File: src/rtl/mirc_pkg.sv
package mirc_pkg;
   localparam int SRC_W = 10;

   localparam logic [11:0] OFS_CTRL     = 12'h000;
   localparam logic [11:0] OFS_EN_SET   = 12'h030;
   localparam logic [11:0] OFS_EN_CLR   = 12'h034;
   localparam logic [11:0] OFS_CTL_BASE = 12'h100;

   localparam logic [11:0] OFS_CAUSE    = 12'h010;
   localparam logic [11:0] OFS_PRIO     = 12'h040;
   localparam logic [11:0] OFS_ACK      = 12'h044;
   localparam logic [11:0] OFS_MSK_SET  = 12'h048;
   localparam logic [11:0] OFS_MSK_CLR  = 12'h04C;

   localparam logic [SRC_W-1:0] ACK_NONE = 10'h3FF;
endpackage

File: src/rtl/mirc_glob.sv
module mirc_glob
   import mirc_pkg::*;
#(
   parameter int NUM_CORES = 2,
   parameter int NUM_SRC   = 64,
   parameter int N_PRIV    = 32
) (
   input  logic                          clk,
   input  logic                          rst_n,
   input  logic                          wr_i,
   input  logic [11:0]                   addr_i,
   input  logic [15:0]                   wdata_i,
   output logic [31:0]                   rdata_o,
   output logic                          glb_en_o,
   output logic [NUM_SRC-1:0]            src_en_o,
   output logic [NUM_CORES*NUM_SRC-1:0]  route_o
);
   localparam int          CMASK    = (1 << NUM_CORES) - 1;
   localparam logic [15:0] CTL_KEEP = 16'(CMASK | (CMASK << 8));

   logic [SRC_W-1:0] wr_idx;
   logic [SRC_W-1:0] ctl_idx;
   logic             idx_shared;
   logic             set_hit;
   logic             clr_hit;
   logic             ctl_hit;
   logic             glb_en_q;
   logic [15:0]      ctl_q [NUM_SRC];

   assign wr_idx     = wdata_i[SRC_W-1:0];
   assign idx_shared = (wr_idx >= SRC_W'(N_PRIV)) && (wr_idx < SRC_W'(NUM_SRC));
   assign set_hit    = wr_i && (addr_i == OFS_EN_SET) && idx_shared;
   assign clr_hit    = wr_i && (addr_i == OFS_EN_CLR) && idx_shared;
   assign ctl_idx    = SRC_W'((addr_i - OFS_CTL_BASE) >> 2);
   assign ctl_hit    = (addr_i >= OFS_CTL_BASE) && (addr_i[1:0] == 2'b00)
                       && (ctl_idx < SRC_W'(NUM_SRC));

   always_ff @(posedge clk or negedge rst_n)
      if (!rst_n)
         glb_en_q <= 1'b0;
      else if (wr_i && addr_i == OFS_CTRL)
         glb_en_q <= wdata_i[0];

   assign glb_en_o = glb_en_q;

   for (genvar s = 0; s < NUM_SRC; s++) begin : g_src
      logic [15:0] word_q;

      always_ff @(posedge clk or negedge rst_n)
         if (!rst_n)
            word_q <= '0;
         else if (wr_i && ctl_hit && ctl_idx == SRC_W'(s))
            word_q <= wdata_i & CTL_KEEP;

      assign ctl_q[s] = word_q;

      for (genvar c = 0; c < NUM_CORES; c++) begin : g_rt
         assign route_o[c*NUM_SRC+s] = word_q[c];
      end

      if (s < N_PRIV) begin : g_banked
         assign src_en_o[s] = 1'b0;
      end else begin : g_shared
         logic en_q;
         always_ff @(posedge clk or negedge rst_n)
            if (!rst_n)
               en_q <= 1'b0;
            else if (set_hit && wr_idx == SRC_W'(s))
               en_q <= 1'b1;
            else if (clr_hit && wr_idx == SRC_W'(s))
               en_q <= 1'b0;
         assign src_en_o[s] = en_q;
      end
   end

   always_comb begin
      rdata_o = '0;
      if (addr_i == OFS_CTRL)
         rdata_o = {20'b0, SRC_W'(NUM_SRC), 1'b0, glb_en_q};
      else if (ctl_hit)
         for (int s = 0; s < NUM_SRC; s++)
            if (ctl_idx == SRC_W'(s))
               rdata_o = {16'b0, ctl_q[s]};
   end
endmodule

File: src/rtl/mirc_core.sv
module mirc_core
   import mirc_pkg::*;
#(
   parameter int NUM_SRC = 64,
   parameter int N_PRIV  = 32,
   parameter int DB_W    = 4
) (
   input  logic                   clk,
   input  logic                   rst_n,
   input  logic                   wr_i,
   input  logic [11:0]            addr_i,
   input  logic [31:0]            wdata_i,
   output logic [31:0]            rdata_o,
   input  logic                   glb_en_i,
   input  logic [NUM_SRC-1:0]     src_en_i,
   input  logic [NUM_SRC-1:0]     route_i,
   input  logic [N_PRIV-2:0]      priv_lvl_i,
   input  logic [DB_W-1:0]        db_i,
   input  logic [NUM_SRC-N_PRIV-1:0] shr_lvl_i,
   output logic                   irq_o,
   output logic [SRC_W-1:0]       ack_o
);
   logic [N_PRIV-1:0]  mask_q;
   logic [31:0]        prio_q;
   logic [NUM_SRC-1:0] pend;
   logic [NUM_SRC-1:0] gate;
   logic [NUM_SRC-1:0] qual;
   logic [SRC_W-1:0]   wr_idx;
   logic               idx_priv;

   assign wr_idx   = wdata_i[SRC_W-1:0];
   assign idx_priv = wr_idx < SRC_W'(N_PRIV);

   always_ff @(posedge clk or negedge rst_n)
      if (!rst_n) begin
         mask_q <= '1;
         prio_q <= '0;
      end else if (wr_i) begin
         if (addr_i == OFS_PRIO)
            prio_q <= wdata_i;
         for (int s = 0; s < N_PRIV; s++) begin
            if (idx_priv && wr_idx == SRC_W'(s) && addr_i == OFS_MSK_SET)
               mask_q[s] <= 1'b1;
            if (idx_priv && wr_idx == SRC_W'(s) && addr_i == OFS_MSK_CLR)
               mask_q[s] <= 1'b0;
         end
      end

   assign pend = {shr_lvl_i, priv_lvl_i, |db_i};
   assign gate = {src_en_i[NUM_SRC-1:N_PRIV], ~mask_q};
   assign qual = pend & route_i & gate & {NUM_SRC{glb_en_i}};
   assign irq_o = |qual;

   always_comb begin
      ack_o = ACK_NONE;
      for (int s = NUM_SRC - 1; s >= 0; s--)
         if (qual[s])
            ack_o = SRC_W'(s);
   end

   always_comb begin
      rdata_o = '0;
      unique case (addr_i)
         OFS_CAUSE: rdata_o = 32'(pend[N_PRIV-1:0]);
         OFS_PRIO:  rdata_o = prio_q;
         OFS_ACK:   rdata_o = {22'b0, ack_o};
         default:   rdata_o = '0;
      endcase
   end
endmodule

File: src/rtl/mirc_top.sv
module mirc_top
   import mirc_pkg::*;
#(
   parameter int NUM_CORES = 2,
   parameter int NUM_SRC   = 64,
   parameter int N_PRIV    = 32,
   parameter int DB_W      = 4,
   localparam int CORE_W   = (NUM_CORES > 1) ? $clog2(NUM_CORES) : 1,
   localparam int PRIV_IN  = N_PRIV - 1,
   localparam int SHR_IN   = NUM_SRC - N_PRIV
) (
   input  logic                        clk,
   input  logic                        rst_n,
   input  logic                        bus_wr,
   input  logic                        bus_rd,
   input  logic                        bus_win,
   input  logic [CORE_W-1:0]           bus_core,
   input  logic [11:0]                 bus_addr,
   input  logic [31:0]                 bus_wdata,
   output logic [31:0]                 bus_rdata,
   input  logic [NUM_CORES*DB_W-1:0]   db_i,
   input  logic [NUM_CORES*PRIV_IN-1:0] priv_irq_i,
   input  logic [SHR_IN-1:0]           shr_irq_i,
   output logic [NUM_CORES-1:0]        irq_o
);
   if (NUM_CORES < 1 || NUM_CORES > 8) begin : g_bad_cores
      $error("NUM_CORES must lie in 1..8");
   end
   if (N_PRIV < 2 || N_PRIV > 32) begin : g_bad_priv
      $error("N_PRIV must lie in 2..32");
   end
   if (NUM_SRC <= N_PRIV || NUM_SRC > 1023) begin : g_bad_src
      $error("NUM_SRC must exceed N_PRIV and stay below 1024");
   end
   if (DB_W < 1) begin : g_bad_db
      $error("DB_W must be at least 1");
   end

   logic                         glb_en;
   logic [NUM_SRC-1:0]           src_en;
   logic [NUM_CORES*NUM_SRC-1:0] route;
   logic [31:0]                  glb_rd;
   logic [31:0]                  core_rd [NUM_CORES];
   logic [NUM_CORES*SRC_W-1:0]   ack_flat;

   mirc_glob #(
      .NUM_CORES (NUM_CORES),
      .NUM_SRC   (NUM_SRC),
      .N_PRIV    (N_PRIV)
   ) u_glob (
      .clk      (clk),
      .rst_n    (rst_n),
      .wr_i     (bus_wr && !bus_win),
      .addr_i   (bus_addr),
      .wdata_i  (bus_wdata[15:0]),
      .rdata_o  (glb_rd),
      .glb_en_o (glb_en),
      .src_en_o (src_en),
      .route_o  (route)
   );

   for (genvar c = 0; c < NUM_CORES; c++) begin : g_core
      mirc_core #(
         .NUM_SRC (NUM_SRC),
         .N_PRIV  (N_PRIV),
         .DB_W    (DB_W)
      ) u_core (
         .clk        (clk),
         .rst_n      (rst_n),
         .wr_i       (bus_wr && bus_win && bus_core == CORE_W'(c)),
         .addr_i     (bus_addr),
         .wdata_i    (bus_wdata),
         .rdata_o    (core_rd[c]),
         .glb_en_i   (glb_en),
         .src_en_i   (src_en),
         .route_i    (route[c*NUM_SRC +: NUM_SRC]),
         .priv_lvl_i (priv_irq_i[c*PRIV_IN +: PRIV_IN]),
         .db_i       (db_i[c*DB_W +: DB_W]),
         .shr_lvl_i  (shr_irq_i),
         .irq_o      (irq_o[c]),
         .ack_o      (ack_flat[c*SRC_W +: SRC_W])
      );
   end

   always_comb begin
      bus_rdata = '0;
      if (bus_rd) begin
         if (!bus_win)
            bus_rdata = glb_rd;
         else
            for (int c = 0; c < NUM_CORES; c++)
               if (bus_core == CORE_W'(c))
                  bus_rdata = core_rd[c];
      end
   end
endmodule

File: config.mk
export PLATFORM = sky130hd
export DESIGN_NAME = mirc_top
export DESIGN_NICKNAME = d
export VERILOG_FILES = /design/src/rtl/mirc_pkg.sv /design/src/rtl/mirc_glob.sv /design/src/rtl/mirc_core.sv /design/src/rtl/mirc_top.sv
export SDC_FILE = /design/constraint.sdc
export NUM_CORES = 1
export LEC_CHECK = 0
export ABC_AREA = 1
export BUFFER_PORTS_ARGS = -buffer_cell sky130_fd_sc_hd__buf_2
export CAP_MARGIN = 15
export CORE_MARGIN = 2
export CORE_UTILIZATION = 50
export DETAILED_ROUTE_END_ITERATION = 8
export PLACE_DENSITY = 0.68
export SKIP_LAST_GASP = 1
export SYNTH_ARGS = -nofsm -noshare
export SYNTH_HDL_FRONTEND = slang
export SYNTH_SLANG_ARGS = --single-unit
File: constraint.sdc
create_clock -name clk -period 8 [get_ports clk]
set_input_delay 1.6 -clock clk [delete_from_list [all_inputs] [get_ports clk]]
set_output_delay 1.6 -clock clk [all_outputs]
set_load 0.01 [all_outputs]
==> Word-level counts from Yosys, hierarchy flattened <==
Cells that the tools add are included.
W data, S select, Z words.
{ "classes": {"n_addsub": 1, "n_mul": 0, "div_mod_pow": 0, "magnitude_cmp": 5, "eq_ne": 133, "shifts": 0, "mux": 327, "bitwise": 9, "reduce_logical": 376} }
{ "ops": {"columns": ["op", "count"], "rows": [
  ["$mux W10", 192],
  ["$eq A10 B6 Y1 const B", 64],
  ["$and A64 B64 Y64", 6],
  ["$eq A10 B5 Y1 const B", 32],
  ["$logic_and A1 B1 Y1", 237],
  ["$pmux W32 S3", 2],
  ["$eq A10 B4 Y1 const B", 16],
  ["$mux W32", 5],
  ["$reduce_and A2 Y1", 66],
  ["$mux W1", 128],
  ["$reduce_bool A2 Y1", 64],
  ["$reduce_or A64 Y1", 2],
  ["$eq A10 B3 Y1 const B", 8],
  ["$not A32 Y32", 2],
  ["$eq A12 B7 Y1 const B", 4],
  ["$eq A10 B2 Y1 const B", 4],
  ["$eq A12 B6 Y1 const B", 2],
  ["$eq A10 B1 Y1 const B", 2],
  ["$logic_not A10 Y1", 2],
  ["$lt A10 B7 Y1 const B", 2],
  ["$eq A12 B5 Y1 const B", 1],
  ["$ge A12 B9 Y1 const B", 1],
  ["$logic_not A12 Y1", 1],
  ["$sub A12 B9 Y12 const B", 1],
  ["other kinds (6)", 7]
]} }
{ "word_totals": {"regBits": 417, "latch_bits": 0, "mem_bits_rw": 0, "mem_bits_ro": 0, "input_bits": 152, "wordCells": 1014, "memories": 0} }

==> Logic depth before layout (Yosys ltp) <==
{ "logic_depth": {"ltp_word": 72, "depth_mapped": 67, "depth_no_buf": 67} }

==> By module <==
A second synthesis with hierarchy kept.
{ "unflattened": {"cells_unflattened": 3618, "hier_area_um2": 25874.8} }
{ "by_module_without_submodules": {"columns": ["module", "instances", "cells_each", "area_per_inst_um2", "seq_area_each_um2"], "rows": [
  ["mirc_glob", 1, 1960, 15220.8, 7231.9],
  ["mirc_core", 2, 705, 4813.4, 1641.6],
  ["mirc_top", 1, 248, 1027.2, 0.0]
]} }

==> Worst setup path after synthesis <==
No wires, ideal clock.
{ "synth_path": {"kind": "input-to-output", "startpoint": "in bus_addr[8]", "endpoint": "out bus_rdata[9]", "arrival_ns": 4.734, "t_required_ns": 6.400, "setup_slack_ns": 1.666, "path_stages": 49, "n_path_buf": 0, "cell_sequence": "inv_2 nand2_1 nor2_1 nor2_1 nand2_1 nor2_2 nand2_1 o21ai_1 inv_1 nand2_1 nand3b_1 nand2_1 nand3b_1 nand2_1 nand3_1 nand2_1 nand2_1 nand2_1 [... 13 more ...] nand2_1 nand3_1 nor2_1 nand4_1 nand2_1 nand3_1 nand2_1 nand4_1 nand2_1 nand2_1 nand2_1 nand4_1 nand2_1 nand3_1 nand2_1 nand2_1 nand2_1 a21boi_1"} }
{ "synth_via": {"elab_chain_cells": 70, "word_cells_on_any_way": 144, "cone_classes": "1 x add/sub; 2 x order compare; 66 x eq/ne; 71 x mux; 4 x reduce/logical"} }
{ "synth_rtl": {"columns": ["item", "line_no", "text"], "rows": [
  ["start, declared", "mirc_top.sv:18", "input logic [11:0] bus_addr,"],
  ["$sub A12 B9 Y12", "mirc_glob.sv:34", "assign ctl_idx = SRC_W'((addr_i - OFS_CTL_BASE) >> 2);"],
  ["$logic_not A10 Y1", "mirc_glob.sv:82", "if (ctl_idx == SRC_W'(s))"],
  ["$mux W10 (64 in series)", "mirc_glob.sv:82", null],
  ["$mux W32", "mirc_glob.sv:80", "else if (ctl_hit)"],
  ["$mux W32", "mirc_glob.sv:78", "if (addr_i == OFS_CTRL)"],
  ["$mux W32 *", "mirc_top.sv:88", "if (!bus_win)"],
  ["$mux W32 *", "mirc_top.sv:87", "if (bus_rd) begin"],
  ["end, declared", "mirc_top.sv:20", "output logic [31:0] bus_rdata,"]
]} }
Mark *: on every way between the ends. The rest lies on a longest branch, timed or not.

==> Worst setup path after layout <==
{ "layout_path": {"startpoint": "in bus_addr[5]", "endpoint": "out bus_rdata[1]"} }
Same word-level chain as after synthesis.

==> summary.md <==
| Metric | Value |
|---|---|
| Status | finished, final reports clean |
| Worst skew pair latency | 0.59 ns |
| CP Data Arrival Time | 5.99 ns |
| Async SR Flop Fraction | 1.00 |
| Final number of hold-violating endpoints | 0 |
| Synthesized flop and latch total | 417 |
| CTS Buf Count | 46 |
| Critical R2R Launch | u_glob.glb_en_o |
| HPWL after DPL | 60.0 mm |
| Vias in the first global route | 21500 |
| Worst r2r path cells | 4 |
| CP peak stage delay | 0.29 ns |
| Setup slack, reg-to-reg | 6.31 ns |
| Drt total wl | 83.0 mm |
| Startpoint types | input pin |
| Initial antenna violation count | 0 |
| Ys flop type | dfrtp_1 |
| CP startpoint | bus_addr[5] |
| Die Footprint | 47500 um2 |
| Synth-to-Final Area Change | 15.5% |
| Crit path kind | input pin to output pin |
| Port bufs | 185 |
| Synth top area share | 0.386 |
| Unrepaired setup endpoints after global routing | yes |
| CP required | 6.40 ns |
| Worst vdd ir | 0.000163 V |
| Sequential share of the synthesized area | 0.459 |
| Reg power frac | 0.444 |
| Worst setup EP type | output pin |
| Initial DRT Pass Iterations | 6 |
| Hold buffer count at cts | 0 |
| Post-layout min period | 7.59 ns |
| Unique cell type count in the Yosys netlist | 49 |
| # setup viols final | 0 |
| DP Worst Slack | 0.360 ns |
| Initial Utilization | 0.506 |
| Worst-path clk slew | 0.06 ns |
| Die width | 218 um |
| DP Cell Count | 3958 |
| Overflow after GRT | 0 |
| Crit path max fanout | 4 |
| Sw Pwr | 1.09 mW |
| YS warnings | 0 |
| R2r endpoint | u_glob.glb_en_o |
| Clock power frac | 0.506 |
| Vias/cell | 5.76 |
| Max Cap Viol | 0 |
| Depth of the CTS H-tree | 2 |
| WHS Path Cells | 2 |
| Nets | 3564 |
| CP most frequent cell | nand2_1 |
| Least-Margin Pin Slew | 1.33 ns |
| CTS Root Cell | clkbuf_16 |
| Hold Crit Class | flip-flop to flip-flop |
| Row Count | 78 |
| Gr usage total | 0.350 |
| Cell accounting for the most synthesized area | dfrtp_1 |
| Hold WS | 0.479 ns |
| I/O pin cnt | 186 |
| Worst path slowest cell | nor2_1 |
| PD cells | 180 nW/um2 |
| Max Clk Rate | 0.132 GHz |
| Clock skew after layout | 0 ns |
| Cell family contributing the most delay on the critical path | simple AND/OR/NAND/NOR gates |
| CTS Buffer Depth | 3 |
| Comb pwr share | 0.050 |
| Via count | 23300 |
| First-pass GRT wire length | 126 mm |
| Leak Pwr | 12.5 nW |
| Wire length per cell | 20.5 um |
| First DRT Iteration DRCs | 2729 |
| Syn_nets | 3393 |
| Critical path depth | 42 |
| Routability congestion estimate | 0.985 |
| Area contributors post-synth | dfrtp_1, nand2_1, o21ai_0, dfstp_2, inv_1 |
| Fin util | 0.584 |
| Mapped cell area | 22900 um2 |
| Max-slew violations | 0 |
| Total core area | 45300 um2 |
| CTS tree | built |
| CP endpoint | bus_rdata[1] |
| Cells after Synth | 3241 |
| Diode count | 0 |
| Sw Share | 0.228 |
| Post-route ant nets | 0 |
| # DRC | 0 |
| # clock sinks | 417 |
| Final Worst Setup Slack | 0.411 ns |
| Internal | 3.67 mW |
| Mean Syn Cell Area | 7.06 um2 |
| Non-filler cells, final | 4049 |
| Die Ht | 218 um |
| Largest net degree at the start of global routing | 195 |
| Number of enable flip-flop cells after synthesis | 0 |
| Relative slew slack | 0.108 |
| Layout cell share with drive strength beyond 1 | 0.125 |
| Buf+Inv Stages, Crit Path | 3 |
| Final worst path period share | 0.949 |
[routing by layer]
metal,GRT usage,part of all wire
met5,0,0
met4,0.155,0.048
met3,0.0572,0.092
met2,0.528,0.43
met1,0.495,0.43
[stage by stage]
stage / instance area, um2 / setup TNS, ns / power, mW
after floorplan: 22900 / 0 / 2.22
after global placement: 24500 / 0 / 2.38
after detailed placement: 24500 / 0 / 2.38
after CTS: 26200 / 0 / 4.77
after global routing: 26400 / -0.138 / 4.88
final: 26400 / 0 / 4.76
[cell type report]
| type | count | area, um2 |
|---|---|---|
| fillers | 4371 | 18800 |
| flip-flops and latches | 417 | 10500 |
| multi-input cells | 2282 | 10400 |
| inverters | 424 | 1590 |
| repair buffers | 241 | 1430 |
| clock buffers | 68 | 1370 |
| well taps | 600 | 751 |
| clock inverters | 17 | 348 |
[cell usage in the layout, fill, tap and decap left out, types with 7 or more instances in the layout]
master     instances
inv_1            412
nor4_1            13
a21oi_1           22
a221oi_1          25
nand3_1          103
nor3_1            34
clkbuf_8          11
dfrtp_1          352
mux2i_1            9
dfstp_2           64
nand4_1          170
or2_2              9
a311oi_1          10
buf_4             50
bufinv_16         10
nand2_2           10
clkbuf_16         47
clkbuf_1          10
nor2_2             7
buf_2            182
nand2_1         1096
o21ai_0          484
a31oi_1            7
nor2_1           223
[kinds of logic after synthesis]
group	share of synthesized area
muxes	0.00394
buffers and inverters	0.0906
DFF	0.459
and+or+nand+nor	0.310
AOI/OAI and AO/OA	0.136
[registers in the layout (all words and copies together), names as in the netlist]
name	flops
u_glob.g_src.g_shared.en_q	32
u_glob.g_src.word_q	256
g_core.u_core.prio_q	64
g_core.u_core.mask_q	64
u_glob.glb_en_o	1
[power groups by stage]
stage	clock network (mW)	registers (mW)	logic, mW
after floorplan	0	2.15	0.0687
after global placement	0	2.15	0.228
after detailed placement	0	2.15	0.230
after CTS	2.43	2.11	0.230
after global routing	2.51	2.11	0.254
final	2.41	2.11	0.237
[worst min-delay path by stage]
stage / startpoint / endpoint
3_3_place_gp: u_glob.g_src[48].word_q[8] / u_glob.g_src[48].word_q[8]
5_1_grt: u_glob.g_src[48].word_q[8] / u_glob.g_src[48].word_q[8]
2_1_floorplan: u_glob.g_src[38].word_q[9] / u_glob.g_src[38].word_q[9]
3_5_place_dp: u_glob.g_src[48].word_q[8] / u_glob.g_src[48].word_q[8]
4_1_cts: u_glob.g_src[48].word_q[8] / u_glob.g_src[48].word_q[8]
6_report: u_glob.g_src[48].word_q[8] / u_glob.g_src[48].word_q[8]
[worst register-to-register path: cells and delay by family, from the launching register on]
kind	cells	cell delay [ns]
simple gates	1	0.23
flops	1	0.61
compound gates	1	0.10
buf+inv	2	0.69
[cell usage after synthesis, types with 2 or more instances]
library cell     n
dfstp_2         64
or2_2            9
clkbuf_1        96
inv_1          416
nor2_1         231
or4_1            5
nand4_1        170
nand2_1       1105
a31oi_1          7
a21boi_0         2
nand3b_1         2
buf_4            5
o221ai_1         2
or2_0            2
buf_1            6
mux2i_1          9
a21boi_1         2
nor3_1          39
clkinv_1         5
o21ai_1          3
o22ai_1          5
o21ai_0        486
o21bai_1         3
and3_1           4
inv_2            3
nor4_1          13
dfrtp_1        353
a221oi_1        25
a311oi_1        10
buf_2           10
nand3_1        106
a2111oi_0        2
a211oi_1         3
a21oi_1         23
[repair_timing]
action                     CTS  global route
setup endpoints to repair    0             4
setup buffers                0             3
gates resized for setup      0            31
(Power assumes the default switching activity.)
